==> src/rtl/spwm_pkg.sv <==
package spwm_pkg;
    parameter int TMR_W        = 8;
    parameter int FINE_W       = 2;
    parameter int DATA_W       = 8;
    parameter int ADDR_W       = 2;
    parameter int PS_SEL_W     = 2;
    parameter int PS_SHIFT_MAX = 4;

    localparam int DUTY_W = TMR_W + FINE_W;
    localparam int PC_W   = FINE_W + PS_SHIFT_MAX;

    localparam int CTL_LO  = 0;
    localparam int CTL_RUN = FINE_W;
    localparam int CTL_PS  = FINE_W + 1;

    typedef enum logic [ADDR_W-1:0] {
        A_PERIOD  = 2'd0,
        A_DUTY_HI = 2'd1,
        A_CTRL    = 2'd2
    } reg_addr_e;

    typedef struct packed {
        logic [TMR_W-1:0]    period;
        logic [TMR_W-1:0]    duty_hi;
        logic [FINE_W-1:0]   duty_lo;
        logic                run;
        logic [PS_SEL_W-1:0] ps_sel;
    } cfg_t;

    typedef struct packed {
        logic [PC_W-1:0]  pc;
        logic [TMR_W-1:0] tmr;
    } tb_state_t;

    typedef struct packed {
        logic [DUTY_W-1:0] shadow;
        logic              out;
    } sh_state_t;

    function automatic int shift_of(logic [PS_SEL_W-1:0] sel);
        int s;
        s = 2 * int'(sel);
        if (s > PS_SHIFT_MAX) s = PS_SHIFT_MAX;
        return s;
    endfunction

    function automatic logic [FINE_W-1:0] fine_of(logic [PC_W-1:0] pc, logic [PS_SEL_W-1:0] sel);
        logic [PC_W-1:0] shifted;
        shifted = pc >> shift_of(sel);
        return shifted[FINE_W-1:0];
    endfunction

    function automatic logic [PC_W-1:0] last_of(logic [PS_SEL_W-1:0] sel);
        logic [PC_W:0] span;
        span = (PC_W+1)'(1) << (FINE_W + shift_of(sel));
        return PC_W'(span - 1'b1);
    endfunction
endpackage

==> src/rtl/spwm_regs.sv <==
module spwm_regs
    import spwm_pkg::*;
(
    input  logic                clk,
    input  logic                rst_n,
    input  logic                wr_en,
    input  logic [ADDR_W-1:0]   wr_addr,
    input  logic [DATA_W-1:0]   wr_data,
    output logic [TMR_W-1:0]    period_q,
    output logic [DUTY_W-1:0]   duty_q,
    output logic                run_q,
    output logic [PS_SEL_W-1:0] ps_sel_q,
    output logic                run_nx,
    output logic [PS_SEL_W-1:0] ps_sel_nx
);
    cfg_t cfg_d, cfg_q;

    always_comb begin
        cfg_d = cfg_q;
        if (wr_en) begin
            case (wr_addr)
                A_PERIOD:  cfg_d.period  = wr_data[TMR_W-1:0];
                A_DUTY_HI: cfg_d.duty_hi = wr_data[TMR_W-1:0];
                A_CTRL: begin
                    cfg_d.duty_lo = wr_data[CTL_LO +: FINE_W];
                    cfg_d.run     = wr_data[CTL_RUN];
                    cfg_d.ps_sel  = wr_data[CTL_PS +: PS_SEL_W];
                end
                default: ;
            endcase
        end
    end

    always_ff @(posedge clk or negedge rst_n) begin
        if (!rst_n) cfg_q <= '0;
        else        cfg_q <= cfg_d;
    end

    assign period_q  = cfg_q.period;
    assign duty_q    = {cfg_q.duty_hi, cfg_q.duty_lo};
    assign run_q     = cfg_q.run;
    assign ps_sel_q  = cfg_q.ps_sel;
    assign run_nx    = cfg_d.run;
    assign ps_sel_nx = cfg_d.ps_sel;
endmodule

==> src/rtl/spwm_timebase.sv <==
module spwm_timebase
    import spwm_pkg::*;
(
    input  logic                clk,
    input  logic                rst_n,
    input  logic [TMR_W-1:0]    period,
    input  logic [PS_SEL_W-1:0] ps_sel,
    input  logic [PS_SEL_W-1:0] ps_sel_nx,
    input  logic                run_q,
    input  logic                run_nx,
    output logic [TMR_W-1:0]    tmr,
    output logic [DUTY_W-1:0]   base,
    output logic [DUTY_W-1:0]   base_nx,
    output logic                wrap
);
    tb_state_t s_d, s_q;
    logic      tick;

    always_comb begin
        s_d  = s_q;
        tick = (s_q.pc >= last_of(ps_sel));
        wrap = run_q && run_nx && tick && (s_q.tmr == period);
        if (!run_nx) begin
            s_d = '0;
        end else if (run_q) begin
            if (tick) begin
                s_d.pc  = '0;
                s_d.tmr = (s_q.tmr == period) ? '0 : s_q.tmr + 1'b1;
            end else begin
                s_d.pc = s_q.pc + 1'b1;
            end
        end
        base_nx = {s_d.tmr, fine_of(s_d.pc, ps_sel_nx)};
    end

    always_ff @(posedge clk or negedge rst_n) begin
        if (!rst_n) s_q <= '0;
        else        s_q <= s_d;
    end

    assign tmr  = s_q.tmr;
    assign base = {s_q.tmr, fine_of(s_q.pc, ps_sel)};
endmodule

==> src/rtl/spwm_shadow.sv <==
module spwm_shadow
    import spwm_pkg::*;
(
    input  logic              clk,
    input  logic              rst_n,
    input  logic [DUTY_W-1:0] duty,
    input  logic              wrap,
    input  logic              run_nx,
    input  logic [DUTY_W-1:0] base_nx,
    output logic [DUTY_W-1:0] shadow,
    output logic              out
);
    sh_state_t st_d, st_q;

    always_comb begin
        st_d        = st_q;
        st_d.shadow = wrap ? duty : st_q.shadow;
        st_d.out    = run_nx && (base_nx < st_d.shadow);
    end

    always_ff @(posedge clk or negedge rst_n) begin
        if (!rst_n) st_q <= '0;
        else        st_q <= st_d;
    end

    assign shadow = st_q.shadow;
    assign out    = st_q.out;
endmodule

==> src/rtl/shadow_pwm.sv <==
module shadow_pwm
    import spwm_pkg::*;
(
    input  logic              clk,
    input  logic              rst_n,
    input  logic              wr_en,
    input  logic [ADDR_W-1:0] wr_addr,
    input  logic [DATA_W-1:0] wr_data,
    output logic              pwm_out
);
    logic [TMR_W-1:0]    period_w;
    logic [DUTY_W-1:0]   duty_w;
    logic                run_w;
    logic                run_nx_w;
    logic [PS_SEL_W-1:0] ps_sel_w;
    logic [PS_SEL_W-1:0] ps_sel_nx_w;
    logic [TMR_W-1:0]    tmr_w;
    logic [DUTY_W-1:0]   base_w;
    logic [DUTY_W-1:0]   base_nx_w;
    logic                wrap_w;
    logic [DUTY_W-1:0]   shadow_w;

    spwm_regs u_regs (
        .clk       (clk),
        .rst_n     (rst_n),
        .wr_en     (wr_en),
        .wr_addr   (wr_addr),
        .wr_data   (wr_data),
        .period_q  (period_w),
        .duty_q    (duty_w),
        .run_q     (run_w),
        .ps_sel_q  (ps_sel_w),
        .run_nx    (run_nx_w),
        .ps_sel_nx (ps_sel_nx_w)
    );

    spwm_timebase u_tb (
        .clk       (clk),
        .rst_n     (rst_n),
        .period    (period_w),
        .ps_sel    (ps_sel_w),
        .ps_sel_nx (ps_sel_nx_w),
        .run_q     (run_w),
        .run_nx    (run_nx_w),
        .tmr       (tmr_w),
        .base      (base_w),
        .base_nx   (base_nx_w),
        .wrap      (wrap_w)
    );

    spwm_shadow u_sh (
        .clk     (clk),
        .rst_n   (rst_n),
        .duty    (duty_w),
        .wrap    (wrap_w),
        .run_nx  (run_nx_w),
        .base_nx (base_nx_w),
        .shadow  (shadow_w),
        .out     (pwm_out)
    );
endmodule

==> config.mk <==
export PLATFORM = sky130hd
export DESIGN_NAME = shadow_pwm
export DESIGN_NICKNAME = d
export VERILOG_FILES = /design/src/rtl/spwm_pkg.sv /design/src/rtl/spwm_regs.sv /design/src/rtl/spwm_timebase.sv /design/src/rtl/spwm_shadow.sv /design/src/rtl/shadow_pwm.sv
export SDC_FILE = /design/constraint.sdc
export NUM_CORES = 1
export LEC_CHECK = 0
export ABC_CLOCK_PERIOD_IN_PS = 3740
export CORE_MARGIN = 5
export CORE_UTILIZATION = 63
export DETAILED_ROUTE_END_ITERATION = 7
export DONT_BUFFER_PORTS = 1
export PLACE_DENSITY = 0.79
export REMOVE_ABC_BUFFERS = 1
export SYNTH_ARGS = -nofsm -noshare
export SYNTH_HDL_FRONTEND = slang
export SYNTH_SLANG_ARGS = --single-unit
==> constraint.sdc <==
create_clock -name clk -period 3.74 [get_ports clk]
set_input_delay 0.187 -clock clk [delete_from_list [all_inputs] [get_ports clk]]
set_output_delay 0.187 -clock clk [all_outputs]
set_load 0.05 [all_outputs]
==> results of run 1 <==
-- state kept, by name, summed over array words and instances, names as in the netlist --
name             count
u_regs.duty_q       10
u_regs.ps_sel_q      2
u_regs.run_q         1
u_tb.s_q             6
u_regs.period_q      8
u_sh.out             1
u_tb.tmr             8
u_sh.shadow         10
-- report_power, final --
group / switching, mW / internal [mW] / leakage, nW
Sequential: 0.0550 / 0.547 / 0.597
Clock: 0.169 / 0.199 / 0.0514
Combinational: 0.0875 / 0.0802 / 0.593
-- metal layers --
metal / global-route usage (%) / wire length (um) / up-vias
li1: - / - / 784
met1: 27.5 / 2200 / 823
met2: 34.6 / 2570 / 30
met3: 4.55 / 147 / 10
met4: 6.76 / 75 / 0
met5: 0 / 0 / -
-- cells in the mapped netlist (3+ instances only) --
library cell / n / share of area [%]
mux2_1: 3 / 1.3
a211oi_1: 3 / 0.90
nand4_1: 10 / 2.5
ha_1: 16 / 8.0
mux2i_1: 12 / 4.8
o211ai_1: 3 / 0.90
mux2_2: 24 / 11
dfrtp_1: 46 / 46
a21o_1: 3 / 0.90
nand2_1: 6 / 0.90
and3_1: 3 / 0.75
a21oi_1: 5 / 1.0
nor2_1: 13 / 2.0
xor2_1: 17 / 5.9
o21ai_0: 5 / 1.0
clkbuf_1: 3 / 0.45
inv_1: 7 / 1.1
-- timing repair --
action,4_1_cts,5_1_grt
hold endpoints to repair,46,0
hold buffers,2,0
gates resized for setup,0,0
-- worst min-delay path by stage --
stage                        to  slack [ns]
4_1_cts        u_regs.duty_q[4]        0.02
5_1_grt        u_regs.duty_q[2]        0.01
3_5_place_dp        u_tb.s_q[8]       -0.11
3_3_place_gp        u_tb.s_q[9]       -0.11
2_1_floorplan  u_regs.duty_q[0]       -0.11
6_report       u_regs.duty_q[4]        0.03
-- cell families after synthesis --
group	Yosys count	synth area share (%)
mux	39	17.0
flops	46	46.0
simple gates	50	12.4
xor+xnor	19	6.65
buf+inv	12	2.15
compound gates	29	7.90
fa+ha+maj	16	8.00
-- worst reg2reg max path, stage by stage, from the launching register on --
cell and delay (ns):
dfrtp_1 0.41, nor2_1 0.17, ha_1 0.26, a211oi_1 0.40, o21ai_1 0.14, nand2_1 0.21
o21ai_1 0.27, nor2_1 0.21, ha_1 0.27, a21oi_1 0.17, nor2b_1 0.06, o21ai_0 0.21
o211ai_1 0.13, a211oi_1 0.18
-- cell type report --
type	instances	area, um^2	share of cell area [%]
clock buffers	6	72.6	2.68
clock inverters	2	37.5	1.39
inverters	7	26.3	0.970
multi-input cells	153	1300	47.9
flip-flops and latches	46	1150	42.5
well taps	50	62.6	2.31
repair buffers	5	60.1	2.22
==> out/metrics.cfg, run 1 <==
[place]
detailed_place_hpwl_mm = 3.70
gp_congestion = 0.848
place_inst = 259
placed_area_um2 = 2560
io_buffers = 0
place_ws_ns = 0.662

[clocking]
htree_levels = 2
cts_buffer_depth = 2
clk_pin_slew_ns = 0.09
numCtsBuffers = 5
cts-root-buf = clkbuf_8
clk_latency_ns = 0.30
clock-sinks = 46
post-cts-setup-buffer-count = 0
cts_tree = yes

[finish]
fillers = 292
area_growth_pct = 8.20
most-common-layout-cells = 46 x dfrtp_1, 24 x mux2_2, 17 x xor2_1
post-route-util_pct = 69.2
final_area_um2 = 2710
drive_gt1_share_pct = 17.8
layout_commonest_cell = dfrtp_1
diodes = 0
final_cells = 269
nNetsFinal = 247

[die]
chipWidth_um = 73.0
fp.dieH_um = 73.0
core.rowCount = 23
dieArea_um2 = 5330
pin_count = 14
initial_core_util_pct = 63.9
core_um2 = 3910

[power_and_ir_drop]
power-per-cell-area_nw_per_um2 = 420
vdd_ir_drop_max_mv = 0.262
p_leak_nw = 1.24
finalPower_mw = 1.14

[worst_setup_path]
cpPeakStageDelay_ns = 0.41
endpoint = u_sh.out
path_delay_family = compound AO/OA/AOI/OAI gates
slowest_stage = dfrtp_1
start_kind = register
required_ns = 3.95
path_buf_inv = 0
crit_fanout = 7
worstReg2RegStart = u_regs.ps_sel_q[1]
crit_arrival_ns = 3.39
crit_chain = nor2_1 -> ha_1 -> a211oi_1 -> o21ai_1 -> nand2_1 -> o21ai_1 -> nor2_1 -> ha_1 -> a21oi_1 -> nor2b_1 -> o21ai_0 -> o211ai_1 -> a211oi_1
cp.depth = 13
worstRegToRegCells = 13
rr_endpoint = u_sh.out
path_class = reg -> reg
endpoint_kind = register
ff2ff_setup_slack_ns = 0.56
crit_start = u_regs.ps_sel_q[1]

[detailed_routing]
viasPerCell = 6.12
drt_iter0_drc = 82
wire_per_inst_um = 18.6
ant_nets = 0
vias = 1647
drc = 0
dr.pass1.iters = 4
drt-total-wl_mm = 4.99

[job]
cap_violations = 0

[logic_synthesis]
synthCells = 211
async_flop_share_pct = 100
ys_ff_latch = 46
ys_seq_area_share_pct = 46.0
yosysUniqueCellTypes = 41
synth_edf_count = 0
synth_ff_type = dfrtp_1
yosysWarningCount = 0
syn_area_per_cell_um2 = 11.9
netlist_area_um2 = 2500

[grt]
antenna_found_initial = 0
grt_overflow = 0
grt_max_degree = 47
grt_pass1_vias = 1752
grt_pass1_wl_mm = 8.51
grt_util_all_layers_pct = 21.0

[timing]
whs_ns = 0.0315
finalSetupViolations = 0
rsz0062_at_grt = false
period_share_pct = 85.1
setup_ws_ns = 0.556
tightest_slew_ns = 0.766
max_slew_margin_pct = 48.7
clock_skew_ns = 0.00533
setup-tns-final_ns = 0
period_minus_slack_ns = 3.18
max_freq_mhz = 314
hold_viol_final = 0
slew_viol_final = 0

[status]
outcome = finished clean

[hold_path]
worst_hold_path_type = in -> reg
worstHoldPathCells = 1
hp-start = wr_data[2]

Power figures use the tool's default switching activity.
==> run 2, diff against run 1 <==
CORE_UTILIZATION = 55   (was 63)
PLACE_DENSITY = 0.7   (was 0.79)
==> run 2 against run 1 <==
Against the previous run: worst setup slack worse by 0.12 ns; global-route usage down 2.9 points; critical path depth increased by 1; combinational power fell by 4%; routed wire length is 0.18% higher; final area fell by 0.19%; fmax fell by 3.6%; first-iteration DRC count increased by 13%; die area increased by 12%; sequential share of layout area rose by 0.079 points; sequential power about the same; sequential cell count stayed put; largest power group unchanged; highest routed layer unchanged.
==> out/metrics.cfg, run 2 (synthesis results as in run 1) <==
[status]
outcome = finished clean  ; unchanged

[timing]
period_share_pct = 88.3  ; was 85.1%
setup_ws_ns = 0.438  ; was 0.556 ns
hold_viol_final = 0  ; unchanged
whs_ns = 0.0277  ; was 0.0315 ns
slew_viol_final = 0  ; unchanged
tightest_slew_ns = 0.808  ; was 0.766 ns
finalSetupViolations = 0  ; unchanged
max_freq_mhz = 303  ; was 314 MHz
setup-tns-final_ns = 0  ; unchanged
max_slew_margin_pct = 45.9  ; was 48.7%
rsz0062_at_grt = false  ; unchanged
clock_skew_ns = 0.0115  ; was 0.00533 ns
period_minus_slack_ns = 3.30  ; was 3.18 ns

[worst_setup_path]
crit_chain = nor2_1 -> ha_1 -> o211ai_1 -> o21ai_1 -> nand2_1 -> nor3_4 -> buf_4 -> mux2i_1 -> ha_1 -> a21oi_1 -> nor2b_1 -> o21ai_0 -> o211ai_1 -> a211oi_1  ; was nor2_1 -> ha_1 -> a211oi_1 -> o21ai_1 -> nand2_1 -> o21ai_1 -> nor2_1 -> ha_1 -> a21oi_1 -> nor2b_1 -> o21ai_0 -> o211ai_1 -> a211oi_1
ff2ff_setup_slack_ns = 0.44  ; was 0.56 ns
required_ns = 3.95  ; about the same
cpPeakStageDelay_ns = 0.46  ; was 0.41 ns
endpoint_kind = register  ; unchanged
rr_endpoint = u_sh.out  ; unchanged
path_buf_inv = 1  ; was 0
path_delay_family = compound AO/OA/AOI/OAI gates  ; unchanged
crit_arrival_ns = 3.51  ; was 3.39 ns
slowest_stage = nor3_4  ; was dfrtp_1
path_class = reg -> reg  ; unchanged
start_kind = register  ; unchanged
worstRegToRegCells = 14  ; was 13
worstReg2RegStart = u_regs.ps_sel_q[1]  ; unchanged
crit_start = u_regs.ps_sel_q[1]  ; unchanged
crit_fanout = 13  ; was 7

[finish]
regArea_um2 = 1150  ; unchanged
area_growth_pct = 8.00  ; was 8.20%
most-common-layout-cells = 46 x dfrtp_1, 24 x mux2_2, 17 x xor2_1  ; unchanged
fillers = 365  ; was 292
final_area_um2 = 2700  ; was 2710 um^2
nNetsFinal = 246  ; was 247
diodes = 0  ; unchanged
layout_commonest_cell = dfrtp_1  ; unchanged
drive_gt1_share_pct = 17.4  ; was 17.8%
multi_input_area_um2 = 1300  ; unchanged

[detailed_routing]
wire_per_inst_um = 18.5  ; was 18.6 um
drc = 0  ; unchanged
viasPerCell = 6.12  ; about the same
dr.pass1.iters = 4  ; unchanged
vias = 1652  ; was 1647
drt-total-wl_mm = 5.00  ; was 4.99 mm
drt_iter0_drc = 93  ; was 82
ant_nets = 0  ; unchanged

[hold_path]
worstHoldPathCells = 1  ; unchanged
worst_hold_path_type = in -> reg  ; unchanged
hp-start = wr_data[7]  ; was wr_data[2]
hold_end = u_regs.period_q[7]  ; was u_regs.duty_q[4]

[die]
core.rowCount = 24  ; was 23
dieArea_um2 = 6000  ; was 5330 um^2
core_um2 = 4380  ; was 3910 um^2
fp.dieH_um = 77.5  ; was 73.0 um
initial_core_util_pct = 57.1  ; was 63.9%
pin_count = 14  ; unchanged
chipWidth_um = 77.5  ; was 73.0 um

[grt]
grt_max_degree = 47  ; unchanged
antenna_found_initial = 0  ; unchanged
grt_pass1_vias = 1751  ; was 1752
grt_util_all_layers_pct = 18.1  ; was 21.0%
grt_overflow = 0  ; unchanged
grt_pass1_wl_mm = 8.70  ; was 8.51 mm

[place]
placed_area_um2 = 2550  ; was 2560 um^2
place_ws_ns = 0.516  ; was 0.662 ns
gp_congestion = 0.868  ; was 0.848
io_buffers = 0  ; unchanged
detailed_place_hpwl_mm = 3.75  ; was 3.70 mm

[clocking]
ctsResizeCount = 0  ; unchanged
htree_levels = 2  ; unchanged
clk_pin_slew_ns = 0.09  ; about the same
clk_latency_ns = 0.30  ; about the same
cts_buffer_depth = 2  ; unchanged
numCtsBuffers = 5  ; unchanged
cts-root-buf = clkbuf_8  ; unchanged
cts_tree = yes  ; unchanged
clock-sinks = 46  ; unchanged

[power_and_ir_drop]
vdd_ir_drop_max_mv = 0.253  ; was 0.262 mV
comb_power_share_pct = 14.3  ; was 14.7%
p_int_uw = 827  ; about the same
p_leak_nw = 1.24  ; about the same
p_sw_uw = 307  ; was 311 uW
power-per-cell-area_nw_per_um2 = 419  ; was 420 nW/um^2
power_frac_seq_pct = 53.2  ; was 52.9%
sw_frac_of_total_pct = 27.1  ; was 27.3%
clkPwrFrac_pct = 32.5  ; was 32.3%

[job]
cap_violations = 0  ; unchanged

## run 2: power by group through the flow
stage	Sequential (mW)	Clock, mW	Combinational, mW
finish	0.603	0.368	0.162
global route	0.611	0.397	0.181
CTS	0.602	0.378	0.164
detailed placement	0.612	0	0.149
global placement	0.610	0	0.143
floorplan	0.595	0	0.123
## run 2: how the worst max path moves through the flow
stage                     to  slack (ns)  cells after the start
floorplan           u_sh.out        0.23                     12
global placement    u_sh.out        0.67                     13
detailed placement  u_sh.out        0.52                     14
CTS                 u_sh.out        0.48                     14
global route        u_sh.out        0.16                     14
finish              u_sh.out        0.44                     14
## run 2: layer usage
layer	global-route usage, %	vias up	share of wire, %
li1	-	776	-
met1	23.3	829	43
met2	29.5	37	50
met3	4.28	10	5.2
met4	6.70	0	1.7
met5	0	-	0
## run 2: through the flow
step	utilization (%)	power [mW]	instances
floorplan	-	0.718	206
global placement	58.3	0.753	260
detailed placement	58.3	0.762	260
CTS	61.6	1.14	270
global route	61.6	1.19	270
finish	61.6	1.13	270
## run 2: layout make-up
cell class,count,area share (%)
clock buffers,6,2.69
repair buffers,4,1.94
multi-input cells,153,48.0
well taps,52,2.41
flip-flops and latches,46,42.6
clock inverters,2,1.39
inverters,7,0.972
## run 2: what timing repair did
action,4_1_cts,5_1_grt
setup buffers,0,0
endpoints found under the setup margin,0,0
endpoints found under the hold margin,46,0
hold buffers,2,0
==> run 3, diff against run 2 <==
CORE_MARGIN = 8   (was 5)
GPL_ROUTABILITY_DRIVEN = 0   (was default)
SYNTH_HIERARCHICAL = 1   (was default)
==> run 3 against run 2 <==
Against the previous run: critical path depth decreased by 3; register-to-register slack got worse by 0.05 ns; worst setup slack got worse by 0.045 ns; combinational power increased by 14%; critical endpoint is now u_sh/out.
==> out/metrics.cfg, run 3 <==
[finish]
most-common-layout-cells = 46 x dfrtp_1, 21 x mux2_2, 16 x ha_1  ; was 46 x dfrtp_1, 24 x mux2_2, 17 x xor2_1
fillers = 363  ; was 365
drive_gt1_share_pct = 18.8  ; was 17.4%
final_cells = 281  ; was 270
layout_commonest_cell = dfrtp_1  ; unchanged
multi_input_area_um2 = 1250  ; was 1300 um^2
diodes = 0  ; unchanged
nNetsFinal = 257  ; was 246
regArea_um2 = 1150  ; unchanged
area_growth_pct = 5.37  ; was 8.00%

[power_and_ir_drop]
power-per-cell-area_nw_per_um2 = 399  ; was 419 nW/um^2
finalPower_mw = 1.07  ; was 1.13 mW
p_leak_nw = 1.26  ; was 1.24 nW
vdd_ir_drop_max_mv = 0.204  ; was 0.253 mV

[timing]
tightest_slew_ns = 0.660  ; was 0.808 ns
max_slew_margin_pct = 55.6  ; was 45.9%
finalSetupViolations = 0  ; unchanged
period_share_pct = 89.5  ; was 88.3%
slew_viol_final = 0  ; unchanged
hold_viol_final = 0  ; unchanged
clock_skew_ns = 0.00263  ; was 0.0115 ns
rsz0062_at_grt = false  ; unchanged
max_freq_mhz = 299  ; was 303 MHz
period_minus_slack_ns = 3.35  ; was 3.30 ns

[clocking]
cts_tree = yes  ; unchanged
numCtsBuffers = 5  ; unchanged
clk_latency_ns = 0.30  ; about the same
cts-root-buf = clkbuf_8  ; unchanged
clk_pin_slew_ns = 0.08  ; was 0.09 ns
cts_buffer_depth = 2  ; unchanged
ctsResizeCount = 0  ; unchanged
clock-sinks = 46  ; unchanged
htree_levels = 2  ; unchanged

[detailed_routing]
viasPerCell = 6.05  ; was 6.12
ant_nets = 0  ; unchanged
wire_per_inst_um = 18.2  ; was 18.5 um
vias = 1700  ; was 1652
drt-total-wl_mm = 5.13  ; was 5.00 mm
drc = 0  ; unchanged
drt_iter0_drc = 150  ; was 93
dr.pass1.iters = 4  ; unchanged

[die]
core.rowCount = 24  ; unchanged
dieArea_um2 = 7050  ; was 6000 um^2
pin_count = 14  ; unchanged
fp.dieH_um = 84.0  ; was 77.5 um
chipWidth_um = 84.0  ; was 77.5 um
initial_core_util_pct = 57.6  ; was 57.1%
core_um2 = 4410  ; was 4380 um^2

[worst_setup_path]
path_class = reg -> reg  ; unchanged
crit_arrival_ns = 3.54  ; was 3.51 ns
worstRegToRegCells = 11  ; was 14
crit_fanout = 7  ; was 13
required_ns = 3.94  ; was 3.95 ns
start_kind = register  ; unchanged
endpoint_kind = register  ; unchanged

[hold_path]
worst_hold_path_type = in -> reg  ; unchanged
worstHoldPathCells = 1  ; unchanged

[logic_synthesis]
syn_area_per_cell_um2 = 11.1  ; was 11.9 um^2
synthCells = 228  ; was 211
netlist_area_um2 = 2540  ; was 2500 um^2
yosysWarningCount = 6  ; was 0

[place]
detailed_place_hpwl_mm = 3.81  ; was 3.75 mm
place_inst = 271  ; was 260
io_buffers = 0  ; unchanged

[grt]
antenna_found_initial = 0  ; unchanged
grt_pass1_wl_mm = 8.74  ; was 8.70 mm
grt_util_all_layers_pct = 15.4  ; was 18.1%
grt_pass1_vias = 1740  ; was 1751
grt_max_degree = 47  ; unchanged
grt_overflow = 0  ; unchanged

[job]
cap_violations = 0  ; unchanged

[status]
outcome = finished clean  ; unchanged

## run 3: per-stage QoR
stage | setup TNS [ns] | setup slack [ns] | hold slack, ns | instance area, um^2 | utilization, %
6_report | 0 | 0.393 | 0.0332 | 2680 | 60.7
5_1_grt | 0 | 0.0156 | 0.0162 | 2680 | 60.7
4_1_cts | 0 | 0.396 | 0.0260 | 2680 | 60.7
3_5_place_dp | 0 | 0.413 | -0.106 | 2550 | 57.9
3_3_place_gp | 0 | 0.491 | -0.106 | 2550 | 57.9
2_1_floorplan | -0.266 | -0.266 | -0.109 | 2450 | -
## run 3: power breakdown
group          switching (mW)  internal (mW)
clock                   0.162          0.132
sequential             0.0427          0.546
combinational           0.100         0.0853
total                   0.305          0.764
## run 3: layer usage
metal	global-route usage [%]	vias to the layer above	wire length [um]
li1	-	823	-
met1	19.9	832	2410
met2	24.4	37	2400
met3	3.61	8	238
met4	5.49	0	80
met5	0	-	0
## run 3: repair_timing
| action | 4_1_cts | 5_1_grt |
|---|---|---|
| hold buffers | 2 | 0 |
| hold endpoints to repair | 46 | 0 |
| setup buffers | 0 | 0 |
## run 3: layout make-up
class,instances,share of cell area (%)
clock buffer,6,2.71
sequential,46,43.0
clock inverter,2,0.514
multi-input combinational,155,46.9
tap,52,2.43
timing repair buffer,6,2.52
inverter,14,1.96
## run 3: worst paths after layout
path	end	slack, ns	from
worst max register to register	u_sh/out	0.39	u_tb/tmr[5]
worst min-delay path	u_regs/duty_q[9]	0.03	wr_data[7]
worst min register to register	u_sh/shadow[3]	0.49	u_sh/shadow[3]
max in group asynchronous	u_tb/s_q[11]	3.14	rst_n
min in group asynchronous	u_tb/s_q[10]	0.39	rst_n
worst max-delay path	u_sh/out	0.39	u_tb/tmr[5]
## run 3: critical path, stage by stage, from the launching register on
cell and delay, ns:
dfrtp_1 0.45, xor2_1 0.18, nor4_1 0.61, nand2_1 0.34, nor4_2 0.35, buf_4 0.22, mux2i_1 0.26, ha_1 0.30
nand4_1 0.10, a211o_1 0.11, a31oi_1 0.09, nor4b_1 0.25
